## config.mk

```make
export PLATFORM = sky130hd
export DESIGN_NAME = tmr_counter
export DESIGN_NICKNAME = d
export VERILOG_FILES = /design/src/rtl/tmr_pkg.sv /design/src/rtl/tmr_voter.sv /design/src/rtl/tmr_replica.sv /design/src/rtl/tmr_counter.sv
export SDC_FILE = /design/constraint.sdc
export NUM_CORES = 1
export LEC_CHECK = 0
export ABC_AREA = 1
export BUFFER_PORTS_ARGS = -buffer_cell sky130_fd_sc_hd__buf_2
export CAP_MARGIN = 5
export CORE_AREA = 2 2 97 169
export CTS_CLUSTER_SIZE = 16
export DETAILED_ROUTE_END_ITERATION = 16
export DIE_AREA = 0 0 99 171
export PLACE_DENSITY = 0.57
export SYNTH_ARGS = -nofsm -noshare
export SYNTH_HDL_FRONTEND = slang
export SYNTH_HIERARCHICAL = 1
export SYNTH_SLANG_ARGS = --single-unit
export TNS_END_PERCENT = 20
```

## constraint.sdc

```tcl
create_clock -name clk -period 2.7 [get_ports clk]
set_input_delay 0.135 -clock clk [delete_from_list [all_inputs] [get_ports clk]]
set_output_delay 0.135 -clock clk [all_outputs]
set_load 0.05 [all_outputs]
```

## src/rtl/tmr_pkg.sv

```systemverilog
package tmr_pkg;
  localparam int NUM_REP = 3;

  // per-bit two-of-three majority
  function automatic logic maj_bit(input logic x0, input logic x1, input logic x2);
    return (x0 & x1) | (x0 & x2) | (x1 & x2);
  endfunction
endpackage

```

## src/rtl/tmr_voter.sv

```systemverilog
module tmr_voter #(
  parameter int W = 16
) (
  input  logic [W-1:0] x0,
  input  logic [W-1:0] x1,
  input  logic [W-1:0] x2,
  output logic [W-1:0] voted,
  output logic         disagree
);
  import tmr_pkg::*;

  for (genvar gb = 0; gb < W; gb++) begin : g_bit
    assign voted[gb] = maj_bit(x0[gb], x1[gb], x2[gb]);
  end

  assign disagree = (x0 != voted) | (x1 != voted) | (x2 != voted);
endmodule

```

## src/rtl/tmr_replica.sv

```systemverilog
module tmr_replica #(
  parameter int W = 16
) (
  input  logic         clk,
  input  logic         rst,
  input  logic         en,
  input  logic [W-1:0] voted,
  input  logic [W-1:0] flip,
  output logic [W-1:0] q
);
  function automatic logic [W-1:0] bump(input logic [W-1:0] v, input logic inc);
    return v + {{(W-1){1'b0}}, inc};
  endfunction

  logic [W-1:0] next_q;
  assign next_q = bump(voted, en) ^ flip;

  always_ff @(posedge clk) begin
    if (rst) q <= '0;
    else     q <= next_q;
  end
endmodule

```

## src/rtl/tmr_counter.sv

```systemverilog
module tmr_counter #(
  parameter int W = 16
) (
  input  logic         clk,
  input  logic         rst,
  input  logic         en,
  input  logic [W-1:0] flip_a,
  input  logic [W-1:0] flip_b,
  input  logic [W-1:0] flip_c,
  output logic [W-1:0] cnt_a,
  output logic [W-1:0] cnt_b,
  output logic [W-1:0] cnt_c,
  output logic         mismatch
);
  import tmr_pkg::*;

  logic [W-1:0]       rep_q    [NUM_REP];
  logic [W-1:0]       rep_vote [NUM_REP];
  logic [W-1:0]       rep_flip [NUM_REP];
  logic [NUM_REP-1:0] rep_dis;

  assign rep_flip[0] = flip_a;
  assign rep_flip[1] = flip_b;
  assign rep_flip[2] = flip_c;

  for (genvar gi = 0; gi < NUM_REP; gi++) begin : g_rep
    tmr_voter #(.W(W)) u_vote (
      .x0       (rep_q[0]),
      .x1       (rep_q[1]),
      .x2       (rep_q[2]),
      .voted    (rep_vote[gi]),
      .disagree (rep_dis[gi])
    );

    tmr_replica #(.W(W)) u_rep (
      .clk   (clk),
      .rst   (rst),
      .en    (en),
      .voted (rep_vote[gi]),
      .flip  (rep_flip[gi]),
      .q     (rep_q[gi])
    );
  end

  assign cnt_a    = rep_vote[0];
  assign cnt_b    = rep_vote[1];
  assign cnt_c    = rep_vote[2];
  assign mismatch = |rep_dis;
endmodule


```

* Word-level counts from Yosys, hierarchy flattened
Index checks and enable logic that the tools add are counted.
** Word-level totals
- Register bits after elaboration :: 48
- Latch bits :: 0
- Bits in writable memories :: 0
- Bits in read-only memories :: 0
- Input bits :: 51
- Memories kept :: 0
** Cells by class
- Add/sub/neg operators :: 1
- Multiply operators :: 0
- Div/mod/pow operators :: 0
- $lt $le $gt $ge :: 0
- Equality and inequality tests :: 3
- Shift-type cells :: 0
- Muxes and demuxes :: 0
- Bitwise logic cells :: 85
- Reductions and logical operators :: 0
** Operators by type and width (count)
- bitwise AND 1 bit :: 48
- inequality test 16 bit :: 3
- bitwise XOR 16 bit :: 3
- OR 1 bit :: 34
- adder 16 x 1 -> 16 bit :: 1

* Longest topological paths before layout
- Word-level depth :: 6
- Depth in mapped cells :: 12

* Hierarchy
Netlist, hierarchy kept.
** Modules (own cells, without submodules)
- tmr_voter :: instances 3, cells an instance 269, area each 1174.9 sq um
- tmr_replica :: instances 3, cells an instance 119, area each 859.6 sq um
- tmr_counter :: instances 1, cells an instance 3, area each 11.3 sq um

* Worst setup path after synthesis
OpenSTA, ideal clock, no wires.
- Kind :: register to register
- From :: register g_rep[1].u_rep.q[0]
- To :: register g_rep[0].u_rep.q[14]
- Setup time :: 0.115 ns
- Arrival :: 2.925 ns
- Data required time :: 2.585 ns
- Path slack :: -0.340 ns
- Stages on the path, launching flop included :: 10
- Period minus slack after synthesis :: 3.040 ns
- Cell sequence :: dfxtp_1 > inv_1 > o21ai_0 > ha_1 > ha_1 > nand3_1 > nor2_1 > nand4_1 > nand2_1 > nor2_1
** Between the ends
- Cells in the longest elaborated chain, start to end :: 5
- Elaborated cells between the ends (all ways) :: 6
- Those cells by class :: add/sub (1); bitwise (5)
** Ends and longest elaborated chain
- from (decl) :: RTL line tmr_replica.sv:9 : output logic [W-1:0] q
- from (signal assigned) :: RTL line tmr_replica.sv:20 : else q <= next_q;
- bitwise AND 1 bit :: RTL line tmr_pkg.sv:6 : return (x0 & x1) | (x0 & x2) | (x1 & x2);
- OR 1 bit :: RTL line tmr_pkg.sv:6
- OR 1 bit (*) :: RTL line tmr_pkg.sv:6
- net cnt_a[0] :: RTL line tmr_counter.sv:10 : output logic [W-1:0] cnt_a,
- adder 16 x 1 -> 16 bit (*) :: RTL line tmr_replica.sv:12 : return v + {{(W-1){1'b0}}, inc};
- bitwise XOR 16 bit (*) :: RTL line tmr_replica.sv:16 : assign next_q = bump(voted, en) ^ flip;
- to (signal assigned) :: RTL line tmr_replica.sv:20
- to (decl) :: RTL line tmr_replica.sv:9
The timed path passes the listed nets; every way through them passes the cells marked *.
A chain may end at the register's enable or synchronous reset.

* Worst setup path in the final report
- From :: register g_rep[2].u_rep.q[3]
- To :: output port mismatch
** Between the ends
- Cells in the longest elaborated chain, start to end :: 6
- Elaborated cells between the ends (all ways) :: 9
- Those cells by class :: eq/ne (3); bitwise (6)
** Ends and longest elaborated chain
- from (decl) :: RTL line tmr_replica.sv:9
- from (signal assigned) :: RTL line tmr_replica.sv:20
- bitwise AND 1 bit :: RTL line tmr_pkg.sv:6
- OR 1 bit (2 in series) :: RTL line tmr_pkg.sv:6
- inequality test 16 bit :: RTL line tmr_voter.sv:16 : assign disagree = (x0 != voted) | (x1 != voted) | (x2 != voted);
- OR 1 bit :: RTL line tmr_voter.sv:16
- OR 1 bit (*) :: RTL line tmr_voter.sv:16
- to (decl) :: RTL line tmr_counter.sv:13 : output logic mismatch
Every way passes the cells marked *; elsewhere a longest branch is shown, timed or not.

==> results.txt <==
Fin crit period: 2.47 ns
CTS Hold Bufs: 0
Initial DRC count: 281
Largest fanout on the critical path: 12
PD cells: 605 nW/um^2
CTS buffer count: 5
Dpl cells: 1,473
Via density: 5.25
Gr usage total: 24.1%
Final Non-Filler Cells: 1,479
Yosys reg bits: 48
First-pass GRT wire length: 32,800 um
Clock Latency Late Sink: 0.30 ns
Max-slew headroom: 57.7%
Register area share after synthesis: 15.7%
Largest net degree at the start of global routing: 19
Worst Hold Class: in2reg
Worst slew pin tran: 0.634 ns
Setup Buffers After CTS: 0
Post-synth top area cell: nand3_1
Setup WS pre-CTS: 0.483 ns
Initial Util: 39.1%
Final setup fails: 0
Max reg flops: 48
Clock Skew: 0.00858 ns
Vias in the first global route: 7,085
Most flop-heavy register: g_rep.u_rep/q
Number of flops mapped to enable cells by yosys: 0
Antenna diodes: 0
CTS Sinks: 48
Synth Flop Type: dfxtp_1
Final Worst Setup Slack: 0.226 ns
Status: finished, final reports clean
Die Span Y: 171 um
DR vias: 7,771
Drc violations: 0
Worst-path clk slew: 0.07 ns
Initial antenna violation count: 0
Ys Warns: 6
GR Overflow Total: 0
# port buffers: 99
Setup crit end kind: output pin
Most area-consuming cells after synthesis: nand3_1, nand2_1, dfxtp_1, o21ai_0, nor2_1
Dpl hpwl: 17,600 um
Asr flop ratio synth: 0%
Leak: 3.47 nW
Total core area: 15,600 sq um
Final worst-path cycle share: 91.6%
Post-synth cell types: 19
Top flop regs: g_rep.u_rep/q (48)
Final net count: 1,348
MaxCap Viol Count: 0
Final wirelength: 21,100 um
Mapped Area: 6110 sq um
CTS tree: yes
H-Tree Depth: 2
Worst EP arrival: 2.34 ns
GPL Wtd Cong: 0.919
Layout cells sized above 1: 17.7%
Critical path's most frequent cell: nand2_1
CTS max path bufs: 2
Die area: 16,900 sq um
Slowest-stage cell, CP: dfxtp_1
Commonest cells post-synth: nand2_1, nand3_1, o21ai_0
Worst Setup Path Type: reg2out
Top cell type's share of synthesized area: 20.9%
Root Driver: clkbuf_16
F_max: 404 MHz
Synth Area per Inst: 5.24 sq um
Die width: 99 um
CP required: 2.57 ns
Number of routed nets with antenna violations: 0
Max VDD drop: 0.322 mV
Crit-path max cell delay: 0.70 ns
Row cnt: 61
Most numerous cell in the Yosys netlist: nand2_1
# IOs: 100
Area delta synth->final: 17.1%
RSZ-0062 raised after global routing: no
Drt wl/cell: 14.2 um
Startpoint types: flop
Final hold violation count: 0
Fin. max-slew vios: 0
Mapped Nets: 1,224
Fill count: 1,780
Pre-Repair DR Iteration Count: 5
Worst-path cell chain: inv_2 -> nand3_1 -> nand2_1 -> nor2_1 -> nand2_1 -> nor2_1 -> nand2_1 -> nor2_1 -> nand2_1 -> nor2_1 -> nand2_1 -> buf_2
Post-Syn Instances: 1,167
[report_power, final]
part           internal [mW]  switching, mW
clock network          0.428          0.286
logic                  0.769           1.61
registers              0.820          0.417
total                   2.02           2.32
[critical path: cells and delay by family (launching register included)]
| kind | cells | cell delay, ns |
|---|---|---|
| buffers and inverters | 2 | 0.33 |
| DFF | 1 | 0.70 |
| and+or+nand+nor | 10 | 1.01 |
[timing repair]
item	CTS	global route
endpoints found under the setup margin	0	1
endpoints found under the hold margin	0	0
gates resized for setup	0	12
[cells in the final DEF (no fill, tap or decap), types with 21 or more instances in the layout]
master,n
a21oi_1,21
buf_2,99
buf_4,21
dfxtp_1,36
inv_1,106
inv_2,63
nand2_1,265
nand3_1,255
nor2_1,148
o21ai_0,144
o21ai_1,24
xnor2_1,33
[area by class of cell]
class	count	area (sq um)	area share, %
multi-input combinational	947	4500	62.9
sequential	48	976	13.6
timing repair buffer	120	653	9.12
inverter	169	634	8.86
tap	189	236	3.30
clock buffer	5	125	1.75
clock inverter	1	30.0	0.419
[layer usage]
layer,wire length [um],global-route usage (%)
met2,11700,49.5
met1,7700,23.2
met5,0,0
met3,709,2.04
met4,913,11.7
[metrics by stage]
stage	hold slack [ns]	power (mW)	setup TNS, ns	instance area (sq um)	utilization, %
global placement	0.385	3.62	0	6990	44.7
floorplan	0.207	2.89	-0.236	6110	-
detailed placement	0.388	3.62	0	6990	44.7
global route	0.0853	4.70	0	7160	45.8
finish	0.0827	4.33	0	7160	45.8
CTS	0.0820	4.34	0	7140	45.7
[logic make-up after synthesis]
| kind of cell | Yosys count | share of synthesized area [%] |
|---|---|---|
| AOI/OAI and AO/OA | 195 | 16.3 |
| and+or+nand+nor | 698 | 49.2 |
| DFF | 48 | 15.7 |
| adders and majority gates | 6 | 1.23 |
| buffers and inverters | 172 | 10.6 |
| xor gates and xnor gates | 48 | 6.88 |
[worst paths after layout]
check	slack [ns]	cells after the start	start	end
min	0.08	3	flip_c[0]	g_rep[2].u_rep/q[0]
max	0.23	12	g_rep[2].u_rep/q[3]	mismatch
max reg2reg	0.47	8	g_rep[1].u_rep/q[0]	g_rep[1].u_rep/q[8]
min reg2reg	0.92	4	g_rep[2].u_rep/q[2]	g_rep[2].u_rep/q[3]
(Power assumes the default switching activity.)
